<file path="config.mk">
export PLATFORM = sky130hd
export DESIGN_NAME = pid_flush_scanner
export DESIGN_NICKNAME = d
export VERILOG_FILES = /design/src/rtl/flush_scan_pkg.sv /design/src/rtl/flush_index_walker.sv /design/src/rtl/flush_entry_judge.sv /design/src/rtl/flush_req_slot.sv /design/src/rtl/pid_flush_scanner.sv
export SDC_FILE = /design/constraint.sdc
export NUM_CORES = 1
export LEC_CHECK = 0
export ABC_AREA = 1
export CORE_MARGIN = 2
export CORE_UTILIZATION = 32
export CTS_CLUSTER_DIAMETER = 150
export CTS_CLUSTER_SIZE = 12
export DETAILED_ROUTE_END_ITERATION = 10
export PLACE_DENSITY = 0.71
export SLEW_MARGIN = 20
export SYNTH_ARGS = -nofsm -noshare
export SYNTH_HDL_FRONTEND = slang
export SYNTH_SLANG_ARGS = --single-unit
</file>
<file path="constraint.sdc">
create_clock -name clk -period 2.9 [get_ports clk]
set_clock_uncertainty 0.15 [all_clocks]
set_input_delay 0.58 -clock clk [delete_from_list [all_inputs] [get_ports clk]]
set_output_delay 0.58 -clock clk [all_outputs]
set_load 0.005 [all_outputs]
</file>
<file path="src/rtl/flush_scan_pkg.sv">
package flush_scan_pkg;

    typedef enum logic [2:0] {
        SC_IDLE,
        SC_FETCH,
        SC_JUDGE,
        SC_OFFER,
        SC_DONE
    } scan_state_e;

    // Field positions shared with the lookup path
    localparam int LO_GLOBAL_BIT = 4;
    localparam int LO_VALID_BIT  = 3;
    localparam int LO_KERNEL_BIT = 2;
    localparam int HI_PID_LSB    = 0;

    typedef struct packed {
        logic valid;
        logic global_map;
        logic kernel;
    } entry_flags_t;

endpackage

</file>
<file path="src/rtl/flush_index_walker.sv">
module flush_index_walker #(
    parameter int NUM_TLBS = 2,
    parameter int NUM_WAYS = 4,
    parameter int NUM_SETS = 16,
    localparam int TLB_W = (NUM_TLBS > 1) ? $clog2(NUM_TLBS) : 1,
    localparam int WAY_W = (NUM_WAYS > 1) ? $clog2(NUM_WAYS) : 1,
    localparam int SET_W = (NUM_SETS > 1) ? $clog2(NUM_SETS) : 1
) (
    input  logic             clk,
    input  logic             rst_n,
    input  logic             clear_i,
    input  logic             step_i,
    output logic [TLB_W-1:0] tlb_o,
    output logic [WAY_W-1:0] way_o,
    output logic [SET_W-1:0] set_o,
    output logic             last_o
);
    localparam logic [TLB_W-1:0] TLB_MAX = TLB_W'(NUM_TLBS - 1);
    localparam logic [WAY_W-1:0] WAY_MAX = WAY_W'(NUM_WAYS - 1);
    localparam logic [SET_W-1:0] SET_MAX = SET_W'(NUM_SETS - 1);

    logic [TLB_W-1:0] tlb_q;
    logic [WAY_W-1:0] way_q;
    logic [SET_W-1:0] set_q;
    logic set_wrap, way_wrap;

    assign set_wrap = (set_q == SET_MAX);
    assign way_wrap = (way_q == WAY_MAX);

    // Set index is the innermost digit
    always_ff @(posedge clk or negedge rst_n) begin
        if (!rst_n) begin
            set_q <= '0;
        end else if (clear_i) begin
            set_q <= '0;
        end else if (step_i) begin
            set_q <= set_wrap ? '0 : set_q + 1'b1;
        end
    end

    always_ff @(posedge clk or negedge rst_n) begin
        if (!rst_n) begin
            way_q <= '0;
        end else if (clear_i) begin
            way_q <= '0;
        end else if (step_i && set_wrap) begin
            way_q <= way_wrap ? '0 : way_q + 1'b1;
        end
    end

    // TLB select is the outermost digit
    always_ff @(posedge clk or negedge rst_n) begin
        if (!rst_n) begin
            tlb_q <= '0;
        end else if (clear_i) begin
            tlb_q <= '0;
        end else if (step_i && set_wrap && way_wrap) begin
            tlb_q <= (tlb_q == TLB_MAX) ? '0 : tlb_q + 1'b1;
        end
    end

    assign tlb_o  = tlb_q;
    assign way_o  = way_q;
    assign set_o  = set_q;
    assign last_o = set_wrap && way_wrap && (tlb_q == TLB_MAX);


    walker_clear_chk: assert property (@(posedge clk) disable iff (!rst_n)
        clear_i |=> (tlb_q == '0 && way_q == '0 && set_q == '0));


    walker_step_chk: assert property (@(posedge clk) disable iff (!rst_n)
        (step_i && !clear_i && !last_o) |=> !$stable({tlb_q, way_q, set_q}));

endmodule

</file>
<file path="src/rtl/flush_entry_judge.sv">
module flush_entry_judge
    import flush_scan_pkg::*;
#(
    parameter int PID_W      = 8,
    parameter int ADDR_W     = 32,
    parameter int PAGE_SHIFT = 13
) (
    input  logic [ADDR_W-1:0] hi_i,
    input  logic [ADDR_W-1:0] lo_i,
    input  logic [PID_W-1:0]  pid_i,
    output logic              hit_o,
    output logic [ADDR_W-1:0] page_addr_o
);
    entry_flags_t       flags;
    logic [PID_W-1:0]   entry_pid;
    logic               pid_same;

    always_comb begin
        flags.valid      = lo_i[LO_VALID_BIT];
        flags.global_map = lo_i[LO_GLOBAL_BIT];
        flags.kernel     = lo_i[LO_KERNEL_BIT];
        entry_pid        = hi_i[HI_PID_LSB +: PID_W];
        pid_same         = (entry_pid == pid_i);
        hit_o            = flags.valid && !flags.global_map && (pid_same || flags.kernel);
        page_addr_o      = {hi_i[ADDR_W-1:PAGE_SHIFT], {PAGE_SHIFT{1'b0}}};
    end

endmodule

</file>
<file path="src/rtl/flush_req_slot.sv">
module flush_req_slot #(
    parameter int ADDR_W     = 32,
    parameter int PAGE_SHIFT = 13
) (
    input  logic              clk,
    input  logic              rst_n,
    input  logic              load_i,
    input  logic [ADDR_W-1:0] addr_i,
    input  logic              ready_i,
    output logic              valid_o,
    output logic [ADDR_W-1:0] addr_o
);
    logic              valid_q;
    logic [ADDR_W-1:0] addr_q;

    always_ff @(posedge clk or negedge rst_n) begin
        if (!rst_n) begin
            valid_q <= 1'b0;
            addr_q  <= '0;
        end else if (load_i) begin
            valid_q <= 1'b1;
            addr_q  <= addr_i;
        end else if (valid_q && ready_i) begin
            valid_q <= 1'b0;
        end
    end

    assign valid_o = valid_q;
    assign addr_o  = addr_q;


    req_hold_chk: assert property (@(posedge clk) disable iff (!rst_n)
        (valid_q && !ready_i) |=> (valid_q && $stable(addr_q)));


    req_page_align_chk: assert property (@(posedge clk) disable iff (!rst_n)
        valid_q |-> (addr_q[PAGE_SHIFT-1:0] == '0));

endmodule

</file>
<file path="src/rtl/pid_flush_scanner.sv">
module pid_flush_scanner
    import flush_scan_pkg::*;
#(
    parameter int NUM_TLBS   = 2,
    parameter int NUM_WAYS   = 4,
    parameter int NUM_SETS   = 16,
    parameter int PID_W      = 8,
    parameter int ADDR_W     = 32,
    parameter int PAGE_SHIFT = 13,
    localparam int TLB_W = (NUM_TLBS > 1) ? $clog2(NUM_TLBS) : 1,
    localparam int WAY_W = (NUM_WAYS > 1) ? $clog2(NUM_WAYS) : 1,
    localparam int SET_W = (NUM_SETS > 1) ? $clog2(NUM_SETS) : 1
) (
    input  logic              clk,
    input  logic              rst_n,
    input  logic              start_i,
    input  logic [PID_W-1:0]  pid_i,
    output logic              tlb_rd_en_o,
    output logic [TLB_W-1:0]  tlb_rd_sel_o,
    output logic [WAY_W-1:0]  tlb_rd_way_o,
    output logic [SET_W-1:0]  tlb_rd_set_o,
    input  logic [ADDR_W-1:0] tlb_rd_hi_i,
    input  logic [ADDR_W-1:0] tlb_rd_lo_i,
    output logic              flush_valid_o,
    input  logic              flush_ready_i,
    output logic [ADDR_W-1:0] flush_addr_o,
    output logic              done_o
);
    scan_state_e state_q, state_d;
    logic [PID_W-1:0]  pid_q;
    logic              walk_clear, walk_step, walk_last;
    logic              entry_hit;
    logic [ADDR_W-1:0] entry_addr;
    logic              slot_load;

    flush_index_walker #(
        .NUM_TLBS (NUM_TLBS),
        .NUM_WAYS (NUM_WAYS),
        .NUM_SETS (NUM_SETS)
    ) u_walker (
        .clk     (clk),
        .rst_n   (rst_n),
        .clear_i (walk_clear),
        .step_i  (walk_step),
        .tlb_o   (tlb_rd_sel_o),
        .way_o   (tlb_rd_way_o),
        .set_o   (tlb_rd_set_o),
        .last_o  (walk_last)
    );

    flush_entry_judge #(
        .PID_W      (PID_W),
        .ADDR_W     (ADDR_W),
        .PAGE_SHIFT (PAGE_SHIFT)
    ) u_judge (
        .hi_i        (tlb_rd_hi_i),
        .lo_i        (tlb_rd_lo_i),
        .pid_i       (pid_q),
        .hit_o       (entry_hit),
        .page_addr_o (entry_addr)
    );

    flush_req_slot #(
        .ADDR_W     (ADDR_W),
        .PAGE_SHIFT (PAGE_SHIFT)
    ) u_slot (
        .clk     (clk),
        .rst_n   (rst_n),
        .load_i  (slot_load),
        .addr_i  (entry_addr),
        .ready_i (flush_ready_i),
        .valid_o (flush_valid_o),
        .addr_o  (flush_addr_o)
    );

    // State register
    always_ff @(posedge clk or negedge rst_n) begin
        if (!rst_n) begin
            state_q <= SC_IDLE;
        end else begin
            state_q <= state_d;
        end
    end

    // Process ID is captured only when a walk begins
    always_ff @(posedge clk or negedge rst_n) begin
        if (!rst_n) begin
            pid_q <= '0;
        end else if (state_q == SC_IDLE && start_i) begin
            pid_q <= pid_i;
        end
    end

    // Next-state logic
    always_comb begin
        state_d = state_q;
        unique case (state_q)
            SC_IDLE:  if (start_i) state_d = SC_FETCH;
            SC_FETCH: state_d = SC_JUDGE;
            SC_JUDGE: begin
                if (entry_hit)      state_d = SC_OFFER;
                else if (walk_last) state_d = SC_DONE;
                else                state_d = SC_FETCH;
            end
            SC_OFFER: begin
                if (flush_ready_i) state_d = walk_last ? SC_DONE : SC_FETCH;
            end
            SC_DONE:  state_d = SC_IDLE;
            default:  state_d = SC_IDLE;
        endcase
    end

    // Output and control decode
    always_comb begin
        tlb_rd_en_o = 1'b0;
        walk_clear  = 1'b0;
        walk_step   = 1'b0;
        slot_load   = 1'b0;
        done_o      = 1'b0;
        unique case (state_q)
            SC_IDLE:  walk_clear  = start_i;
            SC_FETCH: tlb_rd_en_o = 1'b1;
            SC_JUDGE: begin
                slot_load = entry_hit;
                walk_step = !entry_hit && !walk_last;
            end
            SC_OFFER: walk_step = flush_ready_i && !walk_last;
            SC_DONE:  done_o    = 1'b1;
            default:  ;
        endcase
    end


    no_read_while_pending_chk: assert property (@(posedge clk) disable iff (!rst_n)
        !(tlb_rd_en_o && flush_valid_o));


    offer_matches_slot_chk: assert property (@(posedge clk) disable iff (!rst_n)
        (state_q == SC_OFFER) == flush_valid_o);


    done_single_pulse_chk: assert property (@(posedge clk) disable iff (!rst_n)
        done_o |=> !done_o);


    pid_held_in_walk_chk: assert property (@(posedge clk) disable iff (!rst_n)
        (state_q != SC_IDLE) |=> $stable(pid_q));


    start_ignored_busy_chk: assert property (@(posedge clk) disable iff (!rst_n)
        (state_q == SC_JUDGE && start_i && !entry_hit && !walk_last) |=>
            (state_q == SC_FETCH && !(tlb_rd_sel_o == '0 && tlb_rd_way_o == '0 && tlb_rd_set_o == '0)));

endmodule

</file>
==> results of run 1 <==
metal layers:
| layer | wire [um] | global-route usage (%) | vias up | share of wire, % |
|---|---|---|---|---|
| met1 | 1820 | 16.7 | 756 | 44 |
| met2 | 2080 | 23.6 | 57 | 50 |
| met3 | 257 | 4.78 | 2 | 6.1 |
| met4 | 15 | 3.73 | 0 | 0.36 |
| met5 | 0 | 0 | - | 0 |
| li1 | - | - | 843 | - |
logic make-up after synthesis:
family,after synthesis,synth area share (%)
AND/OR/NAND/NOR,139,31.2
buffers and inverters,41,11.8
flip-flops,38,50.2
AO/OA/AOI/OAI,9,2.51
XOR/XNOR,6,2.78
adder cells (fa/ha/maj),2,1.32
other,1,0.198
critical path, stage by stage, from the launching register on:
cell and delay, ps:
dfrtp_1 450, nor3b_1 270, clkdlybuf4s50_1 570
registers in the layout, summed over array words and instances (netlist names):
signal,count
state_q,3
u_walker.tlb_o,1
u_walker.set_o,4
u_walker.way_o,2
u_slot.addr_o,19
u_slot.valid_o,1
pid_q,8
cell type report:
class,count,area (um2),area share (%)
multi-input combinational,169,764,28.4
timing repair buffer,71,703,26.1
clock inverter,2,12.5,0.465
sequential,38,951,35.3
tap,75,93.8,3.49
inverter,22,82.6,3.07
clock buffer,6,82.6,3.07
cell usage after synthesis (2+ instances only):
| master | count | share of area [%] |
|---|---|---|
| nand2_1 | 106 | 21 |
| dfrtp_1 | 38 | 50 |
| inv_1 | 17 | 3.4 |
| buf_4 | 13 | 5.2 |
| nand3_1 | 12 | 3.2 |
| nor2_1 | 7 | 1.4 |
| o21ai_0 | 6 | 1.6 |
| inv_2 | 5 | 0.99 |
| buf_2 | 4 | 1.1 |
| xnor2_1 | 4 | 1.9 |
| nor3_1 | 3 | 0.79 |
| buf_6 | 2 | 1.2 |
| ha_1 | 2 | 1.3 |
| nand2_2 | 2 | 0.66 |
| nand3_2 | 2 | 1.1 |
| nand4_1 | 2 | 0.66 |
| nor3_2 | 2 | 1.1 |
| xor2_1 | 2 | 0.93 |
metrics by stage:
stage          setup WS (ps)  area [um2]  util, %
4_1_cts                  570        2690     46.3
3_5_place_dp             613        2590     44.6
2_1_floorplan           1300        1940        -
3_3_place_gp             636        2590     44.6
5_1_grt                  515        2690     46.3
6_report                 599        2690     46.3
placed cells by master, fill, tap and decap left out:
cell type and instances:
nor2_1 7, nand2_2 2, clkinv_2 1, o21ai_1 1, nor3b_1 1, ha_1 2, clkdlybuf4s50_1 69, inv_2 5
nor3_1 3, nor3_2 2, nand3_1 12, nand3_2 2, a21oi_1 1, dfrtp_1 38, xor2_1 2, xnor2_1 4
inv_1 17, clkinvlp_4 1, buf_4 1, a211oi_1 1, conb_1 13, o21ai_0 6, nand3b_1 1, nand4_1 2
nand2_1 106, nor2_4 1, clkbuf_8 6, buf_2 1
power groups by stage:
stage	clock network [uW]	registers, uW	logic (uW)
floorplan	0	881	439
global placement	0	882	844
detailed placement	0	889	868
CTS	397	884	873
global route	421	910	977
finish	381	883	857
worst max-delay path by stage:
stage | endpoint | depth (start not counted) | from | slack, ps
finish | tlb_rd_en_o | 2 | state_q[1] | 600
global route | done_o | 2 | state_q[1] | 510
CTS | tlb_rd_en_o | 2 | state_q[1] | 570
detailed placement | u_slot.addr_o[26] | 10 | tlb_rd_hi_i[1] | 610
global placement | state_q[0] | 10 | tlb_rd_hi_i[1] | 640
floorplan | u_walker.set_o[0] | 10 | tlb_rd_hi_i[6] | 1300
==> results_dict.tcl, run 1 <==
set metrics [dict create \
    clockRootBuffer "clkbuf_8" \
    grt_max_degree 39 \
    placedCellCount 375 \
    cts.htree.levels 2 \
    num_io_pins 118 \
    total_power_uw 2120 \
    synth_edf_count 0 \
    power_frac_clock_pct 17.9 \
    yosys_warnings 0 \
    synthDistinctLibCells 25 \
    finalSetupViolations 0 \
    hold_buffers 0 \
    ir_drop_uv 375 \
    route.detailed.drc 0 \
    diodes 0 \
    crit_fanout 6 \
    floorplan.die.height_um 80.9 \
    clk_latency_ps 290 \
    arrival_ps 1570 \
    grt_use_total_pct 13.9 \
    post_cts_buffers 0 \
    ff2ff_setup_slack_ps 1160 \
    p_seq_share_pct 41.6 \
    area_growth_pct 42.1 \
    min_path_type "primary input to asynchronous set/reset pin" \
    io_buffers 70 \
    leakage_uw 0.00135 \
    nFillCells 599 \
    start_util_pct 32.6 \
    totalWireLength_um 4180 \
    rows 28 \
    fin_cells 383 \
    drt-initial-drc-count 67 \
    synth.yosys.seq_area_share_pct 50.2 \
    fp.dieW_um 80.9 \
    firstDrtPassIters 4 \
    cts_tree "done" \
    sw_frac_of_total_pct 33.7 \
    grt_pass1_vias 1612 \
    period_share_pct 79.4 \
    die-area_um2 6550 \
    holdWs_ps 243 \
    hold_viol_final 0 \
    final_layout_size_suffix_gt1_share_pct 7.14 \
    synth_flop_cell "dfrtp_1" \
    cts-buffers-inserted 5 \
    drtAntennaViolNets 0 \
    p_sw_uw 715 \
    synth-seq-cells 38 \
    clk_pin_slew_ps 80 \
    rsz0062_at_grt "no" \
    tightestPinTransition_ps 836 \
    dpl.hpwl_um 3040 \
    reg2reg_depth 8 \
    required_ps 2170 \
    drv_slew 0 \
    syn-cell-area_um2 1890 \
    crit_path_end_kind "primary output" \
    gp_congestion 0.771 \
    vias 1658 \
    maxCapViolCount 0 \
    avgSynthCellArea_um2 8.02 \
    cts_buffer_depth 2 \
    timing.rr.start "state_q[1]" \
    relSlewSlack_pct 44.3 \
    start_kind "flop" \
    pwr-share-comb_pct 40.4 \
    vias_per_cell 4.33 \
    nets 385 \
    setup_tns_ps 0 \
    wl_per_cell_um 10.9 \
    synthArstFlopShare_pct 100 \
    p_int_uw 1400 \
    core_um2 5820 \
    worst_r2r_endpoint "u_walker.way_o[0]" \
    critPathKind "flop to primary output" \
    overflow 0 \
    fmax_ghz 0.435 \
    p_per_area_nw_per_um2 788 \
    antenna_found_initial 0 \
    min_period_ps 2300 \
    cts_resized 0 \
    grt_pass1_wl_um 7040 \
    cts_sinks 38 \
    syn-instance-count 236 \
    outcome "finished, final reports clean" \
]
Power figures use the tool's default switching activity.
==> inputs of run 2 (changes only) <==
==> constraint.sdc (replaced) <==
create_clock -name clk -period 2.4 [get_ports clk]
set_clock_uncertainty 0.15 [all_clocks]
set_input_delay 0.48 -clock clk [delete_from_list [all_inputs] [get_ports clk]]
set_output_delay 0.48 -clock clk [all_outputs]
set_load 0.005 [all_outputs]
==> run 2 against run 1 <==
  * Via count shrank 0.84%
  * Hold slack lost 160 ps
  * Critical path type unchanged
  * Die area is the same
  * Non-clock buffer count grew 2
  * Wire length grew 0.55%
  * Largest power group unchanged
  * Critical path depth is the same
==> results_dict.tcl, run 2 (same netlist as run 1, synthesis figures left out) <==
set metrics [dict create \
    rows 28 \
    layout_setup_ws_ps 209 \
    io_buffers 70 \
    fmax_ghz 0.456 \
    cts_sinks 38 \
    ir_drop_uv 395 \
    drv_slew 0 \
    crit_path_end_kind "primary output" \
    dpl.hpwl_um 3070 \
    p_sw_uw 860 \
    cts_buffer_depth 2 \
    cts-buffers-inserted 5 \
    critPathKind "flop to primary output" \
    layout_common_cells "nand2_1, clkdlybuf4s50_1, dfrtp_1" \
    totalWireLength_um 4200 \
    cts_resized 0 \
    power_frac_clock_pct 17.6 \
    grt_use_total_pct 13.8 \
    firstDrtPassIters 4 \
    setup_tns_ps 0 \
    finalSetupViolations 0 \
    cts_tree "done" \
    largest_reg_flops 19 \
    hold_buffers 0 \
    sw_frac_of_total_pct 33.5 \
    nets 387 \
    required_ps 1770 \
    arrival_ps 1560 \
    clockRootBuffer "clkbuf_8" \
    num_io_pins 118 \
    drt-initial-drc-count 57 \
    min_path_type "primary input to asynchronous set/reset pin" \
    grt_pass1_vias 1608 \
    wl_per_cell_um 10.9 \
    preCtsSetupSlack_ps 206 \
    core_um2 5820 \
    leakage_uw 0.00136 \
    cts.htree.levels 2 \
    gp_congestion 0.779 \
    vias_per_cell 4.27 \
    final_layout_size_suffix_gt1_share_pct 7.42 \
    holdWs_ps 84.7 \
    diodes 0 \
    maxCapViolCount 0 \
    grt_pass1_wl_um 7050 \
    area_growth_pct 42.7 \
    grt_max_degree 39 \
    overflow 0 \
    start_kind "flop" \
    period_share_pct 91.3 \
    final_common_cell "nand2_1" \
    crit_fanout 6 \
    start_util_pct 32.6 \
    drtAntennaViolNets 0 \
    rsz0062_at_grt "no" \
    p_int_uw 1710 \
    p_per_area_nw_per_um2 950 \
    min_period_ps 2190 \
    p_seq_share_pct 41.4 \
    antenna_found_initial 0 \
    fp.dieW_um 80.9 \
    clk_pin_slew_ps 70 \
    route.detailed.drc 0 \
    clk_latency_ps 290 \
    pwr-share-comb_pct 41.0 \
    outcome "finished, final reports clean" \
    floorplan.die.height_um 80.9 \
    post_cts_buffers 0 \
    die-area_um2 6550 \
    hold_viol_final 0 \
    vias 1644 \
]
==> run 2: power groups by stage <==
stage | sequential, uW | clock, uW | combinational, uW
after floorplan | 1070 | 0 | 531
after global placement | 1070 | 0 | 1030
after detailed placement | 1070 | 0 | 1060
after CTS | 1060 | 475 | 1070
after global routing | 1100 | 496 | 1200
final | 1060 | 453 | 1050
==> run 2: final timing paths <==
kind / start / slack [ps] / cells past startpoint / endpoint
max: state_q[1] / 210 / 2 / tlb_rd_en_o
min: rst_n / 80 / 2 / pid_q[1]
max reg2reg: u_walker.set_o[0] / 710 / 8 / u_walker.set_o[0]
min reg2reg: u_slot.addr_o[21] / 330 / 2 / u_slot.addr_o[21]
max in group asynchronous: rst_n / 1680 / 2 / u_slot.addr_o[18]
min in group clk: u_slot.addr_o[21] / 330 / 2 / u_slot.addr_o[21]
==> run 2: per-layer routing <==
metal | up-vias | GRT usage, % | part of all wire, %
met2 | 46 | 24.0 | 50
met1 | 754 | 16.1 | 42
met4 | 0 | 4.58 | 1.2
met5 | - | 0 | 0
met3 | 5 | 4.22 | 6.4
li1 | 839 | - | -
==> run 2: per-stage QoR <==
step / utilization [%] / std cells / area (um2) / total power, uW
4_1_cts: 46.5 / 385 / 2700 / 2610
3_3_place_gp: 44.9 / 377 / 2610 / 2090
3_5_place_dp: 44.9 / 377 / 2610 / 2130
6_report: 46.5 / 385 / 2700 / 2570
2_1_floorplan: - / 248 / 1940 / 1600
5_1_grt: 46.5 / 385 / 2700 / 2790
==> run 2: layout make-up <==
cell class	count	area (um2)
Fill cell	598	3110
Sequential cell	38	951
Multi-Input combinational cell	169	764
Timing Repair Buffer	73	718
Tap cell	75	93.8
Clock buffer	7	86.3
Inverter	22	82.6
Clock inverter	1	5.00
==> run 2: critical path: stages (launching register included) <==
cell	delay (ps)
dfrtp_1	450
nor3b_1	260
clkdlybuf4s50_1	570
